$ cat config.mk
export PLATFORM = sky130hd
export DESIGN_NAME = monitor_probe_seq
export DESIGN_NICKNAME = d
export VERILOG_FILES = /design/src/rtl/probe_pkg.sv /design/src/rtl/probe_wait_timer.sv /design/src/rtl/probe_access_decode.sv /design/src/rtl/monitor_probe_seq.sv
export SDC_FILE = /design/constraint.sdc
export NUM_CORES = 1
export LEC_CHECK = 0
export BUFFER_PORTS_ARGS = -buffer_cell sky130_fd_sc_hd__buf_2
export CAP_MARGIN = 40
export CELL_PAD_IN_SITES_DETAIL_PLACEMENT = 1
export CELL_PAD_IN_SITES_GLOBAL_PLACEMENT = 1
export CORE_MARGIN = 2
export CORE_UTILIZATION = 30
export CTS_CLUSTER_DIAMETER = 60
export DETAILED_ROUTE_END_ITERATION = 7
export PLACE_DENSITY = 0.55
export SLEW_MARGIN = 20
export SYNTH_ARGS = -nofsm -noshare
export SYNTH_HDL_FRONTEND = slang
export SYNTH_HIERARCHICAL = 1
export SYNTH_SLANG_ARGS = --single-unit
$ cat constraint.sdc
create_clock -name clk -period 5.35 [get_ports clk]
set_input_delay 0.535 -clock clk [delete_from_list [all_inputs] [get_ports clk]]
set_output_delay 0.535 -clock clk [all_outputs]
set_load 0.005 [all_outputs]
$ cat src/rtl/probe_pkg.sv
package probe_pkg;

    localparam int DATA_W = 32;

    localparam int OUT_EN_BIT  = 0;
    localparam int ROUTE_BIT   = 12;
    localparam int PWR_OFF_BIT = 16;
    localparam int SENSE_BIT   = 28;

    localparam logic [DATA_W-1:0] CUT_MASK_DUAL   = 32'h0000_FEEE;
    localparam logic [DATA_W-1:0] CUT_MASK_SINGLE = 32'h0000_FFEE;

    localparam logic [1:0] LEVEL_MODE = 2'b10;
    localparam logic [9:0] LEVEL_CODE = 10'h140;
    localparam logic [DATA_W-1:0] LEVEL_WORD = {LEVEL_MODE, LEVEL_CODE, LEVEL_CODE, LEVEL_CODE};

    typedef enum logic [4:0] {
        S_IDLE,
        S_RD_OUT,
        S_RD_TST,
        S_WR_PWR,
        S_WR_CUT,
        S_WAIT_CUT,
        S_RD_OUT2,
        S_WR_EN,
        S_WR_TDAT,
        S_RD_TST2,
        S_WR_ROUTE,
        S_WAIT_ROUTE,
        S_RD_SENSE,
        S_WR_UNROUTE,
        S_RST_OUT,
        S_RST_TST,
        S_DONE
    } probe_state_t;

endpackage

$ cat src/rtl/probe_wait_timer.sv
module probe_wait_timer #(
    parameter int WAIT_CYCLES = 100000
) (
    input  logic clk,
    input  logic rst_n,
    input  logic run,
    output logic expired
);
    localparam int CW = (WAIT_CYCLES < 2) ? 1 : $clog2(WAIT_CYCLES + 1);
    localparam logic [CW-1:0] LAST = CW'(WAIT_CYCLES - 1);

    logic [CW-1:0] cnt;

    always_ff @(posedge clk) begin
        if (!rst_n || !run) begin
            cnt <= '0;
        end else begin
            cnt <= cnt + 1'b1;
        end
    end

    assign expired = run && (cnt == LAST);

    // the count never runs past the interval
    a_r5_timer_bound: assert property (@(posedge clk) disable iff (!rst_n)
        run |-> (cnt <= LAST));

endmodule

$ cat src/rtl/probe_access_decode.sv
module probe_access_decode
    import probe_pkg::*;
#(
    parameter int ADDR_W    = 4,
    parameter int OUT_ADDR  = 0,
    parameter int TST_ADDR  = 1,
    parameter int TDAT_ADDR = 2
) (
    input  probe_state_t      state,
    input  logic              second_head,
    input  logic [DATA_W-1:0] save_out,
    input  logic [DATA_W-1:0] save_tst,
    input  logic [DATA_W-1:0] cur,
    output logic              req,
    output logic              we,
    output logic [ADDR_W-1:0] addr,
    output logic [DATA_W-1:0] wdata
);
    localparam logic [ADDR_W-1:0] A_OUT  = ADDR_W'(OUT_ADDR);
    localparam logic [ADDR_W-1:0] A_TST  = ADDR_W'(TST_ADDR);
    localparam logic [ADDR_W-1:0] A_TDAT = ADDR_W'(TDAT_ADDR);

    logic [DATA_W-1:0] cut_mask;

    always_comb begin
        cut_mask = second_head ? CUT_MASK_DUAL : CUT_MASK_SINGLE;
        req   = 1'b1;
        we    = 1'b0;
        addr  = '0;
        wdata = '0;
        unique case (state)
            S_RD_OUT: begin
                addr = A_OUT;
            end
            S_RD_TST: begin
                addr = A_TST;
            end
            S_WR_PWR: begin
                we    = 1'b1;
                addr  = A_TST;
                wdata = save_tst & ~(DATA_W'(1) << PWR_OFF_BIT);
            end
            S_WR_CUT: begin
                we    = 1'b1;
                addr  = A_OUT;
                wdata = save_out & cut_mask;
            end
            S_RD_OUT2: begin
                addr = A_OUT;
            end
            S_WR_EN: begin
                we    = 1'b1;
                addr  = A_OUT;
                wdata = cur | (DATA_W'(1) << OUT_EN_BIT);
            end
            S_WR_TDAT: begin
                we    = 1'b1;
                addr  = A_TDAT;
                wdata = LEVEL_WORD;
            end
            S_RD_TST2: begin
                addr = A_TST;
            end
            S_WR_ROUTE: begin
                we    = 1'b1;
                addr  = A_TST;
                wdata = cur | (DATA_W'(1) << ROUTE_BIT);
            end
            S_RD_SENSE: begin
                addr = A_TST;
            end
            S_WR_UNROUTE: begin
                we    = 1'b1;
                addr  = A_TST;
                wdata = cur & ~(DATA_W'(1) << ROUTE_BIT);
            end
            S_RST_OUT: begin
                we    = 1'b1;
                addr  = A_OUT;
                wdata = save_out;
            end
            S_RST_TST: begin
                we    = 1'b1;
                addr  = A_TST;
                wdata = save_tst;
            end
            default: begin
                req = 1'b0;
            end
        endcase
    end

endmodule

$ cat src/rtl/monitor_probe_seq.sv
module monitor_probe_seq
    import probe_pkg::*;
#(
    parameter int ADDR_W      = 4,
    parameter int WAIT_CYCLES = 100000,
    parameter int OUT_ADDR    = 0,
    parameter int TST_ADDR    = 1,
    parameter int TDAT_ADDR   = 2
) (
    input  logic              clk,
    input  logic              rst_n,
    input  logic              start,
    input  logic              second_head,
    output logic              done,
    output logic              present,
    output logic              bus_req,
    output logic              bus_we,
    output logic [ADDR_W-1:0] bus_addr,
    output logic [31:0]       bus_wdata,
    input  logic [31:0]       bus_rdata,
    input  logic              bus_ready
);
    probe_state_t      state, state_nx;
    logic [DATA_W-1:0] save_out, save_tst, cur;
    logic              sense_q;
    logic              wait_run, wait_expired;
    logic              step;

    probe_wait_timer #(.WAIT_CYCLES(WAIT_CYCLES)) u_timer (
        .clk     (clk),
        .rst_n   (rst_n),
        .run     (wait_run),
        .expired (wait_expired)
    );

    probe_access_decode #(
        .ADDR_W    (ADDR_W),
        .OUT_ADDR  (OUT_ADDR),
        .TST_ADDR  (TST_ADDR),
        .TDAT_ADDR (TDAT_ADDR)
    ) u_decode (
        .state       (state),
        .second_head (second_head),
        .save_out    (save_out),
        .save_tst    (save_tst),
        .cur         (cur),
        .req         (bus_req),
        .we          (bus_we),
        .addr        (bus_addr),
        .wdata       (bus_wdata)
    );

    assign wait_run = (state == S_WAIT_CUT) || (state == S_WAIT_ROUTE);
    assign step     = bus_req && bus_ready;

    always_comb begin
        state_nx = state;
        unique case (state)
            S_IDLE:       if (start)        state_nx = S_RD_OUT;
            S_RD_OUT:     if (step)         state_nx = S_RD_TST;
            S_RD_TST:     if (step)         state_nx = S_WR_PWR;
            S_WR_PWR:     if (step)         state_nx = S_WR_CUT;
            S_WR_CUT:     if (step)         state_nx = S_WAIT_CUT;
            S_WAIT_CUT:   if (wait_expired) state_nx = S_RD_OUT2;
            S_RD_OUT2:    if (step)         state_nx = S_WR_EN;
            S_WR_EN:      if (step)         state_nx = S_WR_TDAT;
            S_WR_TDAT:    if (step)         state_nx = S_RD_TST2;
            S_RD_TST2:    if (step)         state_nx = S_WR_ROUTE;
            S_WR_ROUTE:   if (step)         state_nx = S_WAIT_ROUTE;
            S_WAIT_ROUTE: if (wait_expired) state_nx = S_RD_SENSE;
            S_RD_SENSE:   if (step)         state_nx = S_WR_UNROUTE;
            S_WR_UNROUTE: if (step)         state_nx = S_RST_OUT;
            S_RST_OUT:    if (step)         state_nx = S_RST_TST;
            S_RST_TST:    if (step)         state_nx = S_DONE;
            S_DONE:                         state_nx = S_IDLE;
            default:                        state_nx = S_IDLE;
        endcase
    end

    always_ff @(posedge clk) begin
        if (!rst_n) begin
            state <= S_IDLE;
        end else begin
            state <= state_nx;
        end
    end

    always_ff @(posedge clk) begin
        if (!rst_n) begin
            save_out <= '0;
            save_tst <= '0;
            cur      <= '0;
            sense_q  <= 1'b0;
        end else if (step) begin
            unique case (state)
                S_RD_OUT:  save_out <= bus_rdata;
                S_RD_TST:  save_tst <= bus_rdata;
                S_RD_OUT2: cur      <= bus_rdata;
                S_RD_TST2: cur      <= bus_rdata;
                S_RD_SENSE: begin
                    cur     <= bus_rdata;
                    sense_q <= bus_rdata[SENSE_BIT];
                end
                default: ;
            endcase
        end
    end

    always_comb begin
        done    = (state == S_DONE);
        present = done && sense_q;
    end

    // a pending request holds its command until accepted
    a_r9_req_hold: assert property (@(posedge clk) disable iff (!rst_n)
        (bus_req && !bus_ready) |=> (bus_req && $stable(bus_addr) && $stable(bus_we) && $stable(bus_wdata)));

    // done lasts a single cycle
    a_r10_done_pulse: assert property (@(posedge clk) disable iff (!rst_n)
        done |=> !done);

    // no bus traffic alongside the done pulse
    a_r10_done_quiet: assert property (@(posedge clk) disable iff (!rst_n)
        done |-> !bus_req);

    // a running sequence never falls back to idle before done
    a_r11_busy_no_abort: assert property (@(posedge clk) disable iff (!rst_n)
        (state != S_IDLE && state != S_DONE) |=> (state != S_IDLE));

endmodule

======== Word level (Yosys, flattened, before mapping) ========
Cells that the tools add are included.
W data, S select, Z words.
storage, ports and cells
  register bits ........................... 119
  word-level logic and storage cells ...... 80
  output and inout bits ................... 40
  input bits .............................. 37
cells by class
  $add $sub $neg .......................... 1
  bitwise operators ....................... 1
  mux-type cells .......................... 22
  reductions and logical operators ........ 17
  equal/unequal tests ..................... 33
operators with widths
  operator                 count
  $pmux W32 S8             1
  $mux W5                  16
  $pmux W5 S16             1
  $eq A5 B4 Y1 const B     8
  $and A32 B32 Y32         1
  $ne A2 B2 Y1 const B     14
  $eq A5 B3 Y1 const B     4
  $add A17 B1 Y17 const B  1
  $eq A17 B17 Y1 const B   1
  $reduce_and A16 Y1       1
  $reduce_or A13 Y1        1
  $eq A5 B2 Y1 const B     2
  $mux W9                  1
  $reduce_and A2 Y1        4
  $reduce_or A8 Y1         1
  $reduce_or A7 Y1         1
  $eq A5 B1 Y1 const B     1
  $eq A5 B5 Y1 const B     1
  $logic_not A5 Y1         1
  $ne A2 B1 Y1 const B     2
  $pmux W2 S2              1
  $logic_and A1 B1 Y1      3
  $reduce_or A3 Y1         1
  $logic_not A1 Y1         2
  2 further kinds          4

======== Longest topological paths before layout ========
Gate-level depths: netlist (run 1).
  word-level depth ........................ 6
  gate-level depth with buffers ........... 13

======== Hierarchy ========
Netlist (run 1), hierarchy kept.
modules (own cells, without submodules)
  module               area an instance (sq um)  times used  sequential area each (sq um)  cells an instance
  monitor_probe_seq    3992.6                    1           2042.0                        489
  probe_access_decode  1104.8                    1           0.0                           144
  probe_wait_timer     853.3                     1           340.3                         100

======== Least setup slack after synthesis (run 1) ========
No wires, ideal clock.
  kind .................................... register -> register
  from .................................... register state[2]
  to ...................................... register state[1]
  cell stages (with the launch flop) ...... 11
  path buffers ............................ 3
  required time ........................... 5233 ps
  clock period less this slack ............ 2496 ps
  slack ................................... 2854 ps
  arrival ................................. 2379 ps
  path through ............................ dfxtp_1 > buf_4 > buf_2 > buf_2 > nand2_1 > a211oi_1 > a311oi_1 > and2_0 > a311o_1 > o211a_1 > a32o_2
between the ends
  longest elaborated chain between the ends .. 6
ends and longest elaborated chain
  item                                        RTL line                   text
  start: declaration                          monitor_probe_seq.sv:23    probe_state_t state, state_nx;
  start signal: assignment                    monitor_probe_seq.sv:84    state <= state_nx;
  $eq A5 B1 Y1, or another cell as far along  probe_access_decode.sv:31  unique case (state)
  $reduce_or A13 Y1 (no line) (*)             -
  $mux W1 (*)                                 probe_access_decode.sv:31
  net bus_req                                 monitor_probe_seq.sv:16    output logic bus_req,
  $logic_and A1 B1 Y1 (*)                     monitor_probe_seq.sv:54    assign step = bus_req && bus_ready;
  $ne A2 B2 Y1 (no line)                      -
  $reduce_and A16 Y1 (no line) (*)            -
Mark *: on every way through the listed nets, which the timed path passes. The rest lies on a longest branch.
A chain may end at the register's enable or synchronous reset.

======== Final worst setup path (run 1) ========
  from .................................... register state[2]
  to ...................................... register save_out[30]
between the ends
  longest elaborated chain between the ends .. 5
ends and longest elaborated chain
  item                                        RTL line                                            text
  $eq A5 B1 Y1, or another cell as far along  probe_access_decode.sv:31, monitor_probe_seq.sv:95
  $reduce_or A13 Y1 (no line)                 -
  $mux W1                                     probe_access_decode.sv:31
  $logic_and A1 B1 Y1                         monitor_probe_seq.sv:54
  $reduce_and A2 Y1 (no line) (*)             -
  end signal: assignment                      monitor_probe_seq.sv:96                             S_RD_OUT: save_out <= bus_rdata;
  end: declaration                            monitor_probe_seq.sv:24                             logic [DATA_W-1:0] save_out, save_tst, cur;
Mark *: on every way between the ends. The rest lies on a longest branch, timed or not.

==> results of run 1 <==
## critical path, stage by stage, from the launching register on
cell	delay, ns
dfxtp_1	0.70
or2_2	0.23
a211oi_1	0.07
a311oi_1	0.55
and3b_1	0.65
and4b_1	0.77
buf_4	0.38
nand2_1	0.08
a21oi_1	0.14
## routing by layer
metal  GRT usage (%)  wire (um)  vias up
li1                -          -     2700
met1            24.9       9340     2823
met2            34.8       9800       82
met3            3.75        644       25
met4            7.05        314        0
met5               0          0        -
## where the power goes
part           internal (mW)  switching (mW)
logic                  0.133           0.304
clock network          0.863           0.435
registers              0.925          0.0294
## flip-flops by register name, summed over array words and instances (netlist names)
| name | flops |
|---|---|
| save_tst | 32 |
| save_out | 32 |
| state | 5 |
| sense_q | 1 |
| u_timer/cnt | 17 |
| cur | 32 |
## final cells by class
type	instances	area [um2]	share of cell area, %
Timing Repair Buffer	93	561	7.92
Clock buffer	20	467	6.60
Inverter	8	30.0	0.424
Clock inverter	11	194	2.74
Tap cell	265	332	4.69
Multi-Input combinational cell	532	3110	44.0
Sequential cell	119	2380	33.7
## cells by family (layout without fill, tap and decap cells)
| family | after synthesis | after routing | synth area share [%] |
|---|---|---|---|
| xor+xnor | 7 | 7 | 1.35 |
| simple gates | 305 | 305 | 26.9 |
| other cells | 1 | 2 | 0.0630 |
| fa+ha+maj | 2 | 2 | 0.378 |
| flops | 119 | 119 | 40.0 |
| compound gates | 209 | 209 | 22.2 |
| buf+inv | 83 | 132 | 7.88 |
| mux | 7 | 7 | 1.20 |
## through the flow
stage / hold slack (ns) / instances
global placement: 0.437 / 1013
global route: 0.373 / 1048
floorplan: 0.432 / 734
detailed placement: 0.448 / 1015
CTS: 0.361 / 1046
finish: 0.379 / 1048
## worst max path at each step
stage / slack [ns] / from / end
4_1_cts: 1.47 / state[2] / save_out[30]
5_1_grt: 1.33 / state[2] / save_out[17]
3_5_place_dp: 1.51 / state[2] / save_out[25]
3_3_place_gp: 1.66 / state[2] / save_out[24]
6_report: 1.70 / state[2] / save_out[30]
2_1_floorplan: 2.85 / state[2] / state[1]
## cell usage in the layout, fill, tap and decap left out, types with 7 or more instances in the layout
master     netlist  routed
clkbuf_16        0      17
buf_4           14      15
o21ai_0         35      35
dfxtp_1        119     119
inv_1            8       7
a21oi_1        112     112
nand4_1         11      11
nand2_1        141     141
nor2_1          12      12
a221o_1         29      29
buf_2           28      74
nor3b_1         28      28
nand3_1         47      47
==> qor.txt, run 1 <==
Peak Freq = 0.274 GHz
Antenna diodes = 0
Arr. time, crit path = 3.99 ns
Reg-to-Reg End = save_out[30]
Worst slew pin tran = 0.776 ns
Filler cells = 2340
Worst IR Drop VDD = 0.181 mV
RR Startpoint = state[2]
H-Tree Depth = 4
Final hold viol count = 0
Final RePlAce weighted congestion = 0.776
Global-route wire length before repair = 32.3 mm
Die H = 145 um
Post-CTS setup repair buffer count = 0
Top-Level Pins = 77
Most area-consuming cells after synthesis = dfxtp_1 40%, a21oi_1 9.4%, nand2_1 8.9%, a221o_1 4.9%, nand3_1 4.0%
Total global routing overflow = 0
Worst path required time = 5.69 ns
Pwr Density = 380 nW/um2
Largest area contributor in the netlist = dfxtp_1
Hold_buf cts = 0
Remaining DRCs = 0
Synthesized flop and latch total = 119
Die Span X = 145 um
Mapped Area = 5950 um2
Core area = 19500 um2
Crit-path max FO = 21
Area Overhead vs Synth = 18.9%
Status = finished, final reports clean
Fin crit period = 3.65 ns
Setup ws final = 1.70 ns
Maximum buffer depth of the clock tree = 2
Placed cell area = 6390 um2
Critical path launch point type = flop
RSZ-0062 raised after global routing = no
CTS Buf Count = 17
Final period util = 68.3%
Final instance area = 7070 um2
Mapped Cells = 733
Most used DFF post-synth = dfxtp_1
Routed Antenna Nets = 0
Nets = 809
Register area share after synthesis = 40.0%
Clk_lat worst skew = 0.42 ns
Post-layout util = 36.3%
Hold Path Stages = 3
Cell row count = 51
Antenna violations before repair = 0
Largest net degree at the start of global routing = 62
Top cell type's share of synthesized area = 40.0%
Routed WL per cell = 19.2 um
EDFF count, synth = 0
Synth unique cells = 69
Async SR Flop Fraction = 0%
Hpwl dp = 12.8 mm
Initial Utilization = 30.6%
Setup WS pre-CTS = 1.51 ns
Total global-route track usage = 20.1%
Hold EP = save_tst[23]
Leak = 2.51 nW
Reg2reg setup slack = 1.70 ns
Total power = 2.69 mW
Share of layout cells above drive strength 1 = 18.5%
Clock-pin transition on the worst setup and hold timing paths = 0.06 ns
Fin. max-slew vios = 0
Crit path capture type = flop
First-pass DRT Iterations = 4
Worst reg2reg path depth = 8
Number of global-route vias before repair = 6016
Rel. slew slack = 48.2%
Via density per instance = 5.37
CTS resizes = 0
Critical path class = flop to flop
Setup violators final = 0
Initial DRC count = 321
Ys Warns = 6
Port Buffers = 74
CTS tree = yes
Worst hold start = bus_rdata[23]
CTS sink cnt = 119
Die area = 21000 um2
Mapped Avg Cell Area = 8.12 um2
Hold WC Path Type = primary input to flop
CTS root buffer = clkbuf_16
Setup TNS = 0 ns
Post-Route Skew = 0.00921 ns
Max-capacitance violation count = 0
Top post-synthesis cells by count = 141 x nand2_1, 119 x dfxtp_1, 112 x a21oi_1, 47 x nand3_1, 35 x o21ai_0
Final wirelength = 20.1 mm
Via count = 5630
Count leader, synth = nand2_1
No activity file was read; power rests on OpenSTA's default activity.
==> run 2, diff against run 1 <==
ABC_AREA = 1   (was not set)
PLACE_DENSITY = 0.6   (was 0.55)
clock period = 3.3 ns   (was 5.35 ns; I/O delays follow)
==> qor.txt, run 2 <==
Peak Freq = 0.358 GHz
Combinational Power Share = 25.7%
Post-Route Skew = 0.00610 ns
Reg power frac = 35.9%
Top-Level Pins = 77
Async SR Flop Fraction = 0%
Clock-pin transition on the worst setup and hold timing paths = 0.06 ns
Final hold viol count = 0
Area Overhead vs Synth = 19.8%
Via count = 5700
Pwr Density = 692 nW/um2
Crit path capture type = flop
Nets = 1000
Count leader, synth = nor2_1
Hold WC Path Type = primary input to flop
Synthesized flop and latch total = 119
Reg-to-Reg End = save_out[0]
Worst hold start = bus_rdata[29]
Via density per instance = 4.59
Worst slew pin tran = 0.790 ns
CTS Buf Count = 17
Hold Path Stages = 3
Maximum buffer depth of the clock tree = 2
Core area = 19400 um2
Hold EP = save_out[29]
Hold_buf cts = 0
Crit-path max cell delay = 0.57 ns
Share of layout cells above drive strength 1 = 19.0%
Final instance area = 7070 um2
Filler cells = 2541
Die H = 144 um
Initial Utilization = 30.4%
Global-route wire length before repair = 30.9 mm
Setup TNS = 0 ns
Hpwl dp = 12.4 mm
Top post-synthesis cells by count = 253 x nor2_1, 196 x nand2_1, 119 x dfxtp_1, 63 x o21ai_0, 53 x nand3_1
Most area-consuming cells after synthesis = dfxtp_1 40%, nor2_1 16%, nand2_1 12%, o21ai_0 5.3%, nand3_1 4.5%
Status = finished, final reports clean
Cell row count = 51
Slowest CP cell = dfxtp_1
Synth unique cells = 35
Leak = 3.21 nW
Initial DRC count = 269
Clk_lat worst skew = 0.41 ns
Setup violators final = 0
First-pass DRT Iterations = 4
Largest net degree at the start of global routing = 61
Total global routing overflow = 0
Crit-path max FO = 32
Max-capacitance violation count = 0
Reg2reg setup slack = 0.51 ns
Regs by FF count = cur (32), save_out (32), save_tst (32)
Leading cell type in the layout, fill and taps excluded = nor2_1
Arr. time, crit path = 3.09 ns
Rel. slew slack = 47.3%
Final wirelength = 18.9 mm
Internal power = 3.20 mW
Routed WL per cell = 15.2 um
CP Cell Sequence = inv_1 > nor2_2 > nand2_1 > a21oi_1 > nor2_1 > nand2_1 > nand2_1 > nor2_4 > inv_2 > nor2_1 > nor2_1
Most frequent cells in the layout = 252 x nor2_1, 196 x nand2_1, 118 x dfxtp_1
Final period util = 84.5%
Worst path required time = 3.60 ns
Critical path class = flop to flop
Total global-route track usage = 19.4%
Net Sw Power = 1.70 mW
Antenna violations before repair = 1
Mapped Cells = 893
Die area = 20800 um2
Clk pwr share = 38.4%
EDFF count, synth = 0
Placed cell area = 6470 um2
Ys Warns = 6
Worst reg2reg path depth = 11
RSZ-0062 raised after global routing = no
Remaining DRCs = 0
Most used DFF post-synth = dfxtp_1
Mapped Area = 5900 um2
Largest area contributor in the netlist = dfxtp_1
H-Tree Depth = 4
Top cell type's share of synthesized area = 40.4%
Post-CTS setup repair buffer count = 0
Final RePlAce weighted congestion = 0.797
CTS sink cnt = 119
Die Span X = 144 um
Register area share after synthesis = 40.4%
Worst IR Drop VDD = 0.358 mV
Routed Antenna Nets = 0
Fin crit period = 2.79 ns
Critical path launch point type = flop
Number of global-route vias before repair = 5782
CTS root buffer = clkbuf_16
Fin. max-slew vios = 0
CTS tree = yes
RR Startpoint = state[0]
Sw frac = 34.7%
Mapped Avg Cell Area = 6.61 um2
Port Buffers = 74
==> run 2: cell count changes after synthesis, sizes merged, moves of 7 or more <==
cell    delta
inv       +42
nand2     +72
o21ai     +69
buf       -22
a21oi     -99
or3        -7
clkbuf    -14
nor2     +263
nor4       -7
nor3b     -27
nand4      -8
a221o     -29
nand3     +10
==> run 2: power by group through the flow <==
stage	registers [mW]	clock network [mW]	logic (mW)
floorplan	1.76	0	0.897
global placement	1.78	0	1.27
CTS	1.75	1.94	1.28
finish	1.76	1.88	1.26
detailed placement	1.78	0	1.28
global route	1.78	2.00	1.45
==> run 2: cell families (layout without fill, tap and decap cells) <==
kind of cell	count (synthesis)	in the layout	synth area share, %
xor gates and xnor gates	2	2	0.297
other	1	3	0.0635
DFF	119	119	40.4
buffers and inverters	91	172	7.88
adders and majority gates	1	1	0.212
and+or+nand+nor	560	560	40.5
AOI/OAI and AO/OA	119	119	10.7
==> run 2: repair_timing <==
action / CTS / global route
setup endpoints to repair: 0 / 1
resized for setup: 0 / 1
hold endpoints to repair: 0 / 0
==> run 2: worst max path at each step <==
stage | startpoint | end | slack, ns
6_report | state[0] | save_out[0] | 0.51
5_1_grt | state[0] | save_out[0] | 0.13
3_3_place_gp | state[1] | save_out[8] | 0.42
3_5_place_dp | state[1] | save_out[14] | 0.36
4_1_cts | state[1] | save_out[0] | 0.30
2_1_floorplan | state[1] | state[0] | 0.98
==> run 2: layer usage <==
layer	track usage, %	routed length [um]	up-vias
met5	0	0	-
met4	4.96	176	0
met3	4.37	637	10
met2	32.8	8840	65
met1	25.1	9200	2671
li1	-	-	2954
==> run 2: area by class of cell <==
cell class	instances	area, um2	share of cell area (%)
timing repair buffer	88	500	7.08
tap	265	332	4.69
sequential	119	2380	33.7
inverter	52	198	2.80
clock inverter	9	116	1.65
multi-input combinational	684	3060	43.3
clock buffer	23	478	6.76
antenna	1	2.50	0.0354
==> run 2: worst max-delay path, delay by kind of cell (launching register included) <==
kind | cells | cell delay [ns]
and+or+nand+nor | 8 | 1.48
DFF | 1 | 0.57
buffers and inverters | 2 | 0.46
AOI/OAI and AO/OA | 1 | 0.16
==> run 2: per-stage QoR <==
| step | std cells | power (mW) | util [%] | setup slack [ns] | hold WS (ns) |
|---|---|---|---|---|---|
| global route | 1240 | 5.22 | 36.4 | 0.134 | 0.172 |
| global placement | 1207 | 3.05 | 33.3 | 0.419 | 0.446 |
| floorplan | 894 | 2.66 | - | 0.978 | 0.430 |
| CTS | 1240 | 4.97 | 36.4 | 0.301 | 0.161 |
| detailed placement | 1208 | 3.06 | 33.4 | 0.358 | 0.457 |
| finish | 1241 | 4.89 | 36.5 | 0.510 | 0.177 |
==> run 3, diff against run 2 <==
ABC_AREA = 0   (was 1)
PLACE_DENSITY = 0.55   (was 0.6)
clock period = 2.59 ns   (was 3.3 ns; I/O delays follow)
==> qor.txt, run 3 (same netlist as run 1, synthesis figures left out) <==
Total power = 5.38 mW
Remaining DRCs = 0
Final period util = 95.9%
Crit-path max FO = 23
Port Buffers = 74
Reg2reg setup slack = 0.15 ns
CTS Buf Count = 17
Die Span X = 145 um
Largest net degree at the start of global routing = 64
Top-Level Pins = 77
Via count = 5741
Number of global-route vias before repair = 5906
Nets = 823
Pwr Density = 746 nW/um2
Sw frac = 30.0%
First-pass DRT Iterations = 4
Regs by FF count = cur (32), save_out (32), save_tst (32)
Maximum buffer depth of the clock tree = 2
H-Tree Depth = 4
Setup TNS = 0 ns
Net Sw Power = 1.61 mW
RR Startpoint = state[0]
Final Hold Slack = 0.105 ns
Clock-pin transition on the worst setup and hold timing paths = 0.06 ns
Clk pwr share = 44.1%
Reg power frac = 36.6%
Final wirelength = 20.6 mm
Most frequent cells in the layout = 141 x nand2_1, 117 x dfxtp_1, 112 x a21oi_1
GRT met3 Usage = 4.71%
Status = finished, final reports clean
Combinational Power Share = 19.3%
Hpwl dp = 12.8 mm
Inst Count DP = 1029
Global-route wire length before repair = 32.2 mm
Leak = 2.56 nW
Critical path launch point type = flop
Arr. time, crit path = 2.23 ns
Routed Antenna Nets = 0
Hold WC Path Type = primary input to flop
Worst reg2reg path depth = 8
Most Crowded Layer GR = met2
Leading cell type in the layout, fill and taps excluded = nand2_1
Fin. max-slew vios = 0
CTS root buffer = clkbuf_16
Final RePlAce weighted congestion = 0.805
Total global routing overflow = 0
Worst path required time = 2.33 ns
Clk_lat worst skew = 0.41 ns
Cell row count = 51
Max-capacitance violation count = 0
Initial Utilization = 30.6%
Total global-route track usage = 19.9%
Post-Route Skew = 0.00573 ns
Crit path capture type = output port
Antenna violations before repair = 2
Layout Cells excl Fill = 1064
Fin crit period = 2.48 ns
Worst IR Drop VDD = 0.434 mV
Met2 Use GR = 35.3%
Peak Freq = 0.402 GHz
Setup violators final = 0
CP endpoint = bus_wdata[6]
Met1 Use GR = 24.5%
Worst slew pin tran = 0.749 ns
Internal power = 3.77 mW
Core area = 19500 um2
Setup WS pre-CTS = 0.210 ns
Rel. slew slack = 50.1%
Die H = 145 um
CTS tree = yes
Final hold viol count = 0
Critical path class = flop to output port
Die area = 21000 um2
CTS sink cnt = 119
Reg-to-Reg End = state[1]
Routed WL per cell = 19.4 um
Area Overhead vs Synth = 21.1%
Crit path from = state[1]
Post-CTS setup repair buffer count = 0
Setup ws final = 0.105 ns
Share of layout cells above drive strength 1 = 20.3%
Via density per instance = 5.40
Initial DRC count = 323
run 3: changes by cell type in the layout (fill, tap and decap cells not counted), sizes merged, moves of 17 or more:
| cell | previous run | this run |
|---|---|---|
| nor2 | 276 | 14 |
| a21oi | 13 | 112 |
| nand2 | 213 | 141 |
| o21ai | 104 | 35 |
| inv | 52 | 9 |
| a221o | 0 | 29 |
| nor3b | 2 | 29 |
| buf | 88 | 105 |
run 3: power groups by stage:
stage          logic, mW  clock network, mW  registers, mW
2_1_floorplan      0.678                  0           1.98
3_3_place_gp       0.984                  0           2.00
3_5_place_dp        1.00                  0           2.00
4_1_cts             1.01               2.43           1.96
5_1_grt             1.13               2.52           1.98
6_report            1.04               2.37           1.97
run 3: final cells by class:
class / instances / area, um2
Clock buffer: 21 / 470
Inverter: 8 / 30.0
Multi-Input combinational cell: 533 / 3130
Fill cell: 2330 / 12300
Antenna cell: 2 / 5.00
Sequential cell: 119 / 2380
Timing Repair Buffer: 106 / 731
Clock inverter: 10 / 121
Tap cell: 265 / 332
run 3: worst max-delay path: stages (launching register included):
cell	delay, ns
dfxtp_2	0.37
buf_6	0.17
buf_12	0.17
nand4b_1	0.17
a31oi_4	0.14
clkbuf_16	0.22
a2111o_1	0.43
buf_2	0.13
run 3: what timing repair did:
action / CTS / global route
setup endpoints to repair: 17 / 34
pin swaps: 0 / 1
gates resized for setup: 3 / 13
hold endpoints to repair: 0 / 0
cloned: 0 / 2
hold buffers: 0 / 0
run 3: worst min path at each step:
stage	end	slack, ns	depth (start not counted)	startpoint
after floorplan	save_tst[10]	0.39	2	bus_rdata[10]
after global placement	save_tst[14]	0.44	2	save_tst[14]
after detailed placement	save_tst[15]	0.45	2	save_tst[15]
after CTS	save_tst[21]	0.08	3	bus_rdata[21]
after global routing	save_out[19]	0.1	3	bus_rdata[19]
final	save_out[18]	0.11	3	bus_rdata[18]
run 3: routing by layer:
layer  vias up  wire length, um
met1      2895             9350
met5         -                0
li1       2731                -
met3         9              914
met2       106            10200
met4         0              125
run 3: stage by stage:
| step | instance area (um2) | util [%] |
|---|---|---|
| floorplan | 5950 | - |
| global placement | 6520 | 33.5 |
| detailed placement | 6520 | 33.5 |
| CTS | 7120 | 36.6 |
| global route | 7200 | 37.0 |
| finish | 7210 | 37.0 |
